[config.mk]
export PLATFORM = sky130hd
export DESIGN_NAME = ext_addr_unit
export DESIGN_NICKNAME = d
export VERILOG_FILES = /design/src/rtl/ext_pkg.sv /design/src/rtl/ext_state.sv /design/src/rtl/ext_widen.sv /design/src/rtl/ext_br_adder.sv /design/src/rtl/ext_addr_unit.sv
export SDC_FILE = /design/constraint.sdc
export NUM_CORES = 1
export LEC_CHECK = 0
export ABC_AREA = 1
export BUFFER_PORTS_ARGS = -buffer_cell sky130_fd_sc_hd__buf_4
export CAP_MARGIN = 20
export CORE_MARGIN = 4
export CORE_UTILIZATION = 40
export CTS_BUF_LIST = sky130_fd_sc_hd__clkbuf_2 sky130_fd_sc_hd__clkbuf_4 sky130_fd_sc_hd__clkbuf_8
export DETAILED_ROUTE_END_ITERATION = 8
export HOLD_SLACK_MARGIN = 0.02
export PLACE_DENSITY = 0.76
export SYNTH_ARGS = -nofsm -noshare
export SYNTH_HDL_FRONTEND = slang
export SYNTH_SLANG_ARGS = --single-unit
[constraint.sdc]
create_clock -name clk_i -period 16.7 [get_ports clk_i]
set_clock_uncertainty 0.05 [all_clocks]
set_input_delay 0.835 -clock clk_i [delete_from_list [all_inputs] [get_ports clk_i]]
set_output_delay 0.835 -clock clk_i [all_outputs]
set_load 0.02 [all_outputs]
[src/rtl/ext_pkg.sv]
package ext_pkg;
  localparam int CLASS_W = 3;

  typedef enum logic [CLASS_W-1:0] {
    CLS_NONE     = 3'd0,
    CLS_IDX_LOAD = 3'd1,
    CLS_IDX_ADD  = 3'd2,
    CLS_IDX_CMP  = 3'd3,
    CLS_BR_REL   = 3'd4,
    CLS_BR_A     = 3'd5
  } ins_class_e;

  function automatic logic class_is_branch(input logic [CLASS_W-1:0] c);
    return (c == CLS_BR_REL) || (c == CLS_BR_A);
  endfunction
endpackage

[src/rtl/ext_state.sv]
module ext_state #(
  parameter int BYTE_W = 8
) (
  input  logic              clk_i,
  input  logic              rst_ni,
  input  logic              load_i,
  input  logic [BYTE_W-1:0] byte_i,
  input  logic              set_i,
  input  logic              consume_i,
  output logic              flag_o,
  output logic [BYTE_W-1:0] ext_o
);
  logic              flag_q, flag_d;
  logic [BYTE_W-1:0] ext_q, ext_d;

  always_comb begin
    flag_d = flag_q;
    ext_d  = ext_q;
    if (load_i) begin
      ext_d  = byte_i;
      flag_d = 1'b1;
    end else if (set_i) begin
      flag_d = 1'b1;
    end else if (consume_i) begin
      flag_d = 1'b0;
    end
  end

  always_ff @(posedge clk_i or negedge rst_ni) begin
    if (!rst_ni) begin
      flag_q <= 1'b0;
      ext_q  <= '0;
    end else begin
      flag_q <= flag_d;
      ext_q  <= ext_d;
    end
  end

  assign flag_o = flag_q;
  assign ext_o  = ext_q;

  p_load_sets_flag_r2: assert property (@(posedge clk_i) disable iff (!rst_ni)
    load_i |=> (flag_q && ext_q == $past(byte_i)));

  p_consume_clears_r9: assert property (@(posedge clk_i) disable iff (!rst_ni)
    (consume_i && !load_i && !set_i) |=> !flag_q);

  p_set_keeps_byte_r10: assert property (@(posedge clk_i) disable iff (!rst_ni)
    (set_i && !load_i) |=> (flag_q && $stable(ext_q)));

  p_idle_holds_r12: assert property (@(posedge clk_i) disable iff (!rst_ni)
    (!load_i && !set_i && !consume_i) |=> ($stable(flag_q) && $stable(ext_q)));
endmodule

[src/rtl/ext_widen.sv]
module ext_widen
  import ext_pkg::*;
#(
  parameter int BYTE_W = 8,
  parameter int NIB_W  = 4,
  localparam int WORD_W = 2 * BYTE_W
) (
  input  logic [CLASS_W-1:0] class_i,
  input  logic               flag_i,
  input  logic [BYTE_W-1:0]  ext_i,
  input  logic [BYTE_W-1:0]  field_i,
  output logic [WORD_W-1:0]  opnd_o,
  output logic               wide_o
);
  logic [WORD_W-1:0] zext_w, sext_w, ext_w, inv_w, nib_w;

  assign zext_w = {{BYTE_W{1'b0}}, field_i};
  assign sext_w = {{BYTE_W{field_i[BYTE_W-1]}}, field_i};
  assign ext_w  = {ext_i, field_i};
  // compare path: all-ones minus the stored byte
  assign inv_w  = {~ext_i, field_i};
  assign nib_w  = {{(WORD_W-NIB_W){1'b0}}, field_i[NIB_W-1:0]};

  always_comb begin
    opnd_o = zext_w;
    wide_o = 1'b0;
    unique case (class_i)
      CLS_IDX_LOAD: begin opnd_o = flag_i ? ext_w : zext_w; wide_o = flag_i; end
      CLS_IDX_ADD:  begin opnd_o = flag_i ? ext_w : sext_w; wide_o = flag_i; end
      CLS_IDX_CMP:  begin opnd_o = flag_i ? inv_w : zext_w; wide_o = flag_i; end
      CLS_BR_REL:   begin opnd_o = flag_i ? ext_w : sext_w; wide_o = flag_i; end
      CLS_BR_A:     opnd_o = nib_w;
      default:      opnd_o = zext_w;
    endcase
  end
endmodule

[src/rtl/ext_br_adder.sv]
module ext_br_adder #(
  parameter int WORD_W = 16,
  parameter bit RIPPLE = 1'b1
) (
  input  logic [WORD_W-1:0] pc_i,
  input  logic [WORD_W-1:0] off_i,
  output logic [WORD_W-1:0] sum_o
);
  // sum = pc + off + 1, carry-in carries the +1
  generate
    if (RIPPLE) begin : g_ripple
      logic [WORD_W-1:0] c;
      assign c[0] = 1'b1;
      for (genvar i = 0; i < WORD_W; i++) begin : g_bit
        assign sum_o[i] = pc_i[i] ^ off_i[i] ^ c[i];
        if (i < WORD_W - 1) begin : g_cy
          assign c[i+1] = (pc_i[i] & off_i[i]) | (c[i] & (pc_i[i] ^ off_i[i]));
        end
      end
    end else begin : g_behav
      assign sum_o = pc_i + off_i + WORD_W'(1);
    end
  endgenerate
endmodule

[src/rtl/ext_addr_unit.sv]
module ext_addr_unit
  import ext_pkg::*;
#(
  parameter int BYTE_W = 8,
  parameter int NIB_W  = 4,
  parameter bit RIPPLE = 1'b1,
  localparam int WORD_W = 2 * BYTE_W
) (
  input  logic               clk_i,
  input  logic               rst_ni,
  input  logic               pfx_load_i,
  input  logic [BYTE_W-1:0]  pfx_byte_i,
  input  logic               pfx_set_i,
  input  logic               ins_valid_i,
  input  logic [CLASS_W-1:0] ins_class_i,
  input  logic [BYTE_W-1:0]  ins_field_i,
  input  logic [WORD_W-1:0]  pc_i,
  output logic [WORD_W-1:0]  opnd_o,
  output logic [WORD_W-1:0]  target_o,
  output logic               wide_o,
  output logic               ext_flag_o
);
  logic              flag;
  logic [BYTE_W-1:0] ext_byte;
  logic [WORD_W-1:0] opnd, br_off, br_sum;
  logic              is_br;

  ext_state #(.BYTE_W(BYTE_W)) i_state (
    .clk_i    (clk_i),
    .rst_ni   (rst_ni),
    .load_i   (pfx_load_i),
    .byte_i   (pfx_byte_i),
    .set_i    (pfx_set_i),
    .consume_i(ins_valid_i),
    .flag_o   (flag),
    .ext_o    (ext_byte)
  );

  ext_widen #(.BYTE_W(BYTE_W), .NIB_W(NIB_W)) i_widen (
    .class_i(ins_class_i),
    .flag_i (flag),
    .ext_i  (ext_byte),
    .field_i(ins_field_i),
    .opnd_o (opnd),
    .wide_o (wide_o)
  );

  assign is_br  = class_is_branch(ins_class_i);
  assign br_off = is_br ? opnd : '0;

  ext_br_adder #(.WORD_W(WORD_W), .RIPPLE(RIPPLE)) i_adder (
    .pc_i (pc_i),
    .off_i(br_off),
    .sum_o(br_sum)
  );

  assign opnd_o     = opnd;
  assign target_o   = br_sum;
  assign ext_flag_o = flag;

  p_wide_needs_flag_r11: assert property (@(posedge clk_i) disable iff (!rst_ni)
    wide_o |-> ext_flag_o);

  p_bra_range_r8: assert property (@(posedge clk_i) disable iff (!rst_ni)
    (ins_class_i == CLS_BR_A) |->
      ((target_o - pc_i) >= WORD_W'(1) && (target_o - pc_i) <= WORD_W'(16)));

  p_seq_target_r11: assert property (@(posedge clk_i) disable iff (!rst_ni)
    !class_is_branch(ins_class_i) |-> (target_o == pc_i + WORD_W'(1)));
endmodule

==> results.tsv <==
stage	metric	value	unit
drt	wl_met2	1.51	mm
placed_design	dp_hpwl	2.55	mm
clock_network	post_cts_buffers	0	
outcome	status	finished clean	
die	coreArea	2730	um^2
power	p_clk_share	17.2	%
synthesis	synth_top_family_by_area	simple AND/OR/NAND/NOR gates	
power	seq_power_share	26.9	%
sta	maxSlewViolCount	0	
clock_network	cts_tree	yes	
clock_network	clkLatencyLatePin	0.25	ns
sta	whs	0.326	ns
finish	areaGrowthSynthToFinish	49.4	%
clock_network	cts_resized	0	
synthesis	syn-num-nets	210	
global_routing	antenna_found_initial	0	
clock_network	clkSinkCount	9	
power	power.internal	57.3	uW
placed_design	port_buffers	73	
clock_network	cts_root_buf	clkbuf_4	
clock_network	htreeDepth	1	
die	initial_core_util	41.8	%
sta	hold_violations	0	
sta	max_freq	0.120	GHz
synthesis	synth_xor_area_share	0.767	%
drt	wl_met3	336	um
drt	wire_per_inst	11.7	um
drt	drt-vias-per-instance	4.80	
sta	tightest_slew	0.552	ns
worst_setup_path	worstSetupPathType	in -> out	
finish	diodes	0	
power	swShare	40.3	%
clock_network	cts_hold_buf	0	
clock_network	numCtsBuffers	3	
clock_network	ctsLongestPathBuffers	2	
power	combPwrFrac	55.9	%
synthesis	synth_fa_ha_area_share	25.6	%
clock_network	path_clk_slew	0.07	ns
placed_design	gp_congestion	0.801	
worst_setup_path	end_kind	output pin	
die	rows	19	
drt	drc	0	
synthesis	synth-seq-cells	9	
sta	fin_crit_sh	50.0	%
finish	num-fill-cells	266	
global_routing	grt_max_degree	20	
worst_setup_path	worstSetupStartpointType	input pin	
power	p_sw	38.7	uW
run	max_cap_viol_count	0	
power	p_leak	0.000984	uW
die	die_h	61.4	um
synthesis	synth-compound-area-share	8.65	%
sta	tns	0	ns
finish	fin_nets	280	
drt	wl_met1	1.11	mm
drt	vias	1225	
worst_setup_path	critPathLaunch	ins_class_i[1]	
global_routing	grt_pass1_wl	4.82	mm
synthesis	ys_seq_area_share	19.7	%
die	io_pins	74	
global_routing	track_usage	16.9	%
synthesis	yosys.area_share.simple	26.7	%
power	ir_drop	0.0501	mV
worst_setup_path	cp_max_fo	12	
finish	multiInputGateArea	785	um^2
sta	slew-limit-headroom	63.2	%
global_routing	grt_pass1_vias	1170	
synthesis	syn_avg_cell_area	7.37	um^2
drt	drt_iter0_drc	36	
drt	drtPass1Iterations	4	
finish	ff_latch_area	225	um^2
worst_setup_path	worstPathArrival	7.46	ns
worst_setup_path	cp.required	15.82	ns
drt	top_layer_used	met4	
hold_path	hp-class	in -> async	
sta	fin_crit	8.34	ns
synthesis	post_synth_inst_count	155	
synthesis	ys_warn_count	0	
worst_setup_path	timing.rr.start	i_state.flag_o$_DFFE_PN0P_	
die	fp.dieArea	3770	um^2
sta	setup_viol	0	
synthesis	syn-cell-area	1140	um^2
die	dieWidth	61.4	um
drt	routed_wl	2.97	mm
finish	drive_gt1_share	40.6	%
power	p_per_area	56.3	nW/um^2
drt	ant_nets	0	
synthesis	synth.distinct_cells	18	
global_routing	grt_overflow	0	
synthesis	synthMuxAreaShare	6.90	%
sta	rsz0062_at_grt	false	
-- power groups by stage --
| stage | Sequential (uW) | Combinational [uW] | Clock (uW) |
|---|---|---|---|
| floorplan | 25.5 | 32.2 | 0 |
| global placement | 26.2 | 53.7 | 0 |
| detailed placement | 26.3 | 54.1 | 0 |
| CTS | 25.8 | 54.4 | 17.2 |
| global route | 26.2 | 59.5 | 19.0 |
| finish | 25.8 | 53.7 | 16.5 |
-- sequential cells by signal (all words and copies together) (netlist names) --
signal,flops
i_state.ext_o,8
i_state.flag_o,1
-- cell usage in the layout (no fill, tap or decap), drive strengths merged --
cell	Yosys	layout
a21oi	9	9
buf	8	73
clkbuf	0	3
clkinv	0	1
dfrtp	9	9
fa	14	14
ha	1	1
inv	22	22
mux2	7	7
nand2	41	41
nand3	4	4
nand3b	1	1
nor2	21	21
nor3	7	7
o21ai	10	10
xor2	1	1
-- critical path, cell delays in order --
cell	delay [ns]
buf_4	0.10
inv_2	0.04
nand2_1	0.31
inv_2	0.15
nand2_1	0.09
ha_1	0.15
fa_1	0.16
inv_1	0.05
fa_1	0.37
fa_1	0.39
fa_1	0.40
fa_1	0.39
fa_1	0.38
fa_1	0.38
fa_1	0.38
fa_1	0.39
fa_1	0.38
fa_1	0.39
fa_1	0.39
fa_1	0.40
fa_1	0.39
xor2_1	0.19
inv_1	0.05
nand3_1	0.07
nand2_1	0.05
buf_4	0.15
-- stage by stage --
stage               power [uW]  utilization [%]  cells  setup WS, ns  cell area (um^2)
finish                    96.1             62.4    255          8.36              1710
global route               105             62.4    255          7.89              1710
CTS                       97.4             62.4    255          8.35              1710
detailed placement        80.3             61.4    251          8.36              1680
global placement          79.9             61.4    251          8.47              1680
floorplan                 57.7                -    155          8.82              1140
-- synth_stat cells --
master | n | share of area, %
nor2_1 | 21 | 6.9
o21ai_0 | 10 | 4.4
xor2_1 | 1 | 0.77
nand3b_1 | 1 | 0.66
buf_4 | 4 | 2.6
nor3_1 | 7 | 3.1
mux2_2 | 7 | 6.9
ha_1 | 1 | 1.1
inv_2 | 4 | 1.3
fa_1 | 14 | 25
nand3_1 | 2 | 0.88
inv_1 | 18 | 5.9
nand2_1 | 41 | 13
nand3_2 | 2 | 1.8
dfrtp_1 | 9 | 20
buf_2 | 4 | 1.8
a21oi_1 | 8 | 3.5
a21oi_2 | 1 | 0.77
-- cell families (layout without fill, tap and decap cells) --
family | after synthesis | after routing
AO/OA/AOI/OAI | 19 | 19
XOR/XNOR | 1 | 1
adder cells (fa/ha/maj) | 15 | 15
buffers and inverters | 30 | 99
flip-flops | 9 | 9
multiplexers | 7 | 7
AND/OR/NAND/NOR | 74 | 74
-- routing by layer --
layer	global-route usage, %	vias to the layer above
met1	21.6	552
met4	2.73	0
met5	0	-
met3	4.61	2
met2	29.2	53
li1	-	618
-- path summary, 6_finish.rpt --
check | to | cells after the start | slack (ns)
worst max register to register | i_state.flag_o$_DFFE_PN0P_ | 2 | 15.50
max in group asynchronous | i_state.ext_o[7]$_DFFE_PN0P_ | 1 | 16.13
worst min register to register | i_state.ext_o[1]$_DFFE_PN0P_ | 1 | 0.49
worst max-delay path | target_o[15] | 26 | 8.36
worst min-delay path | i_state.ext_o[3]$_DFFE_PN0P_ | 1 | 0.33
min in group clk_i | i_state.ext_o[1]$_DFFE_PN0P_ | 1 | 0.49
-- area by class of cell --
cell class                 count  share of cell area [%]
clock buffer                   3                    1.32
clock inverter                 1                   0.293
inverter                      22                    4.84
multi-input combinational    116                    46.0
sequential                     9                    13.2
tap                           31                    2.27
timing repair buffer          73                    32.1
Power figures use the tool's default switching activity.
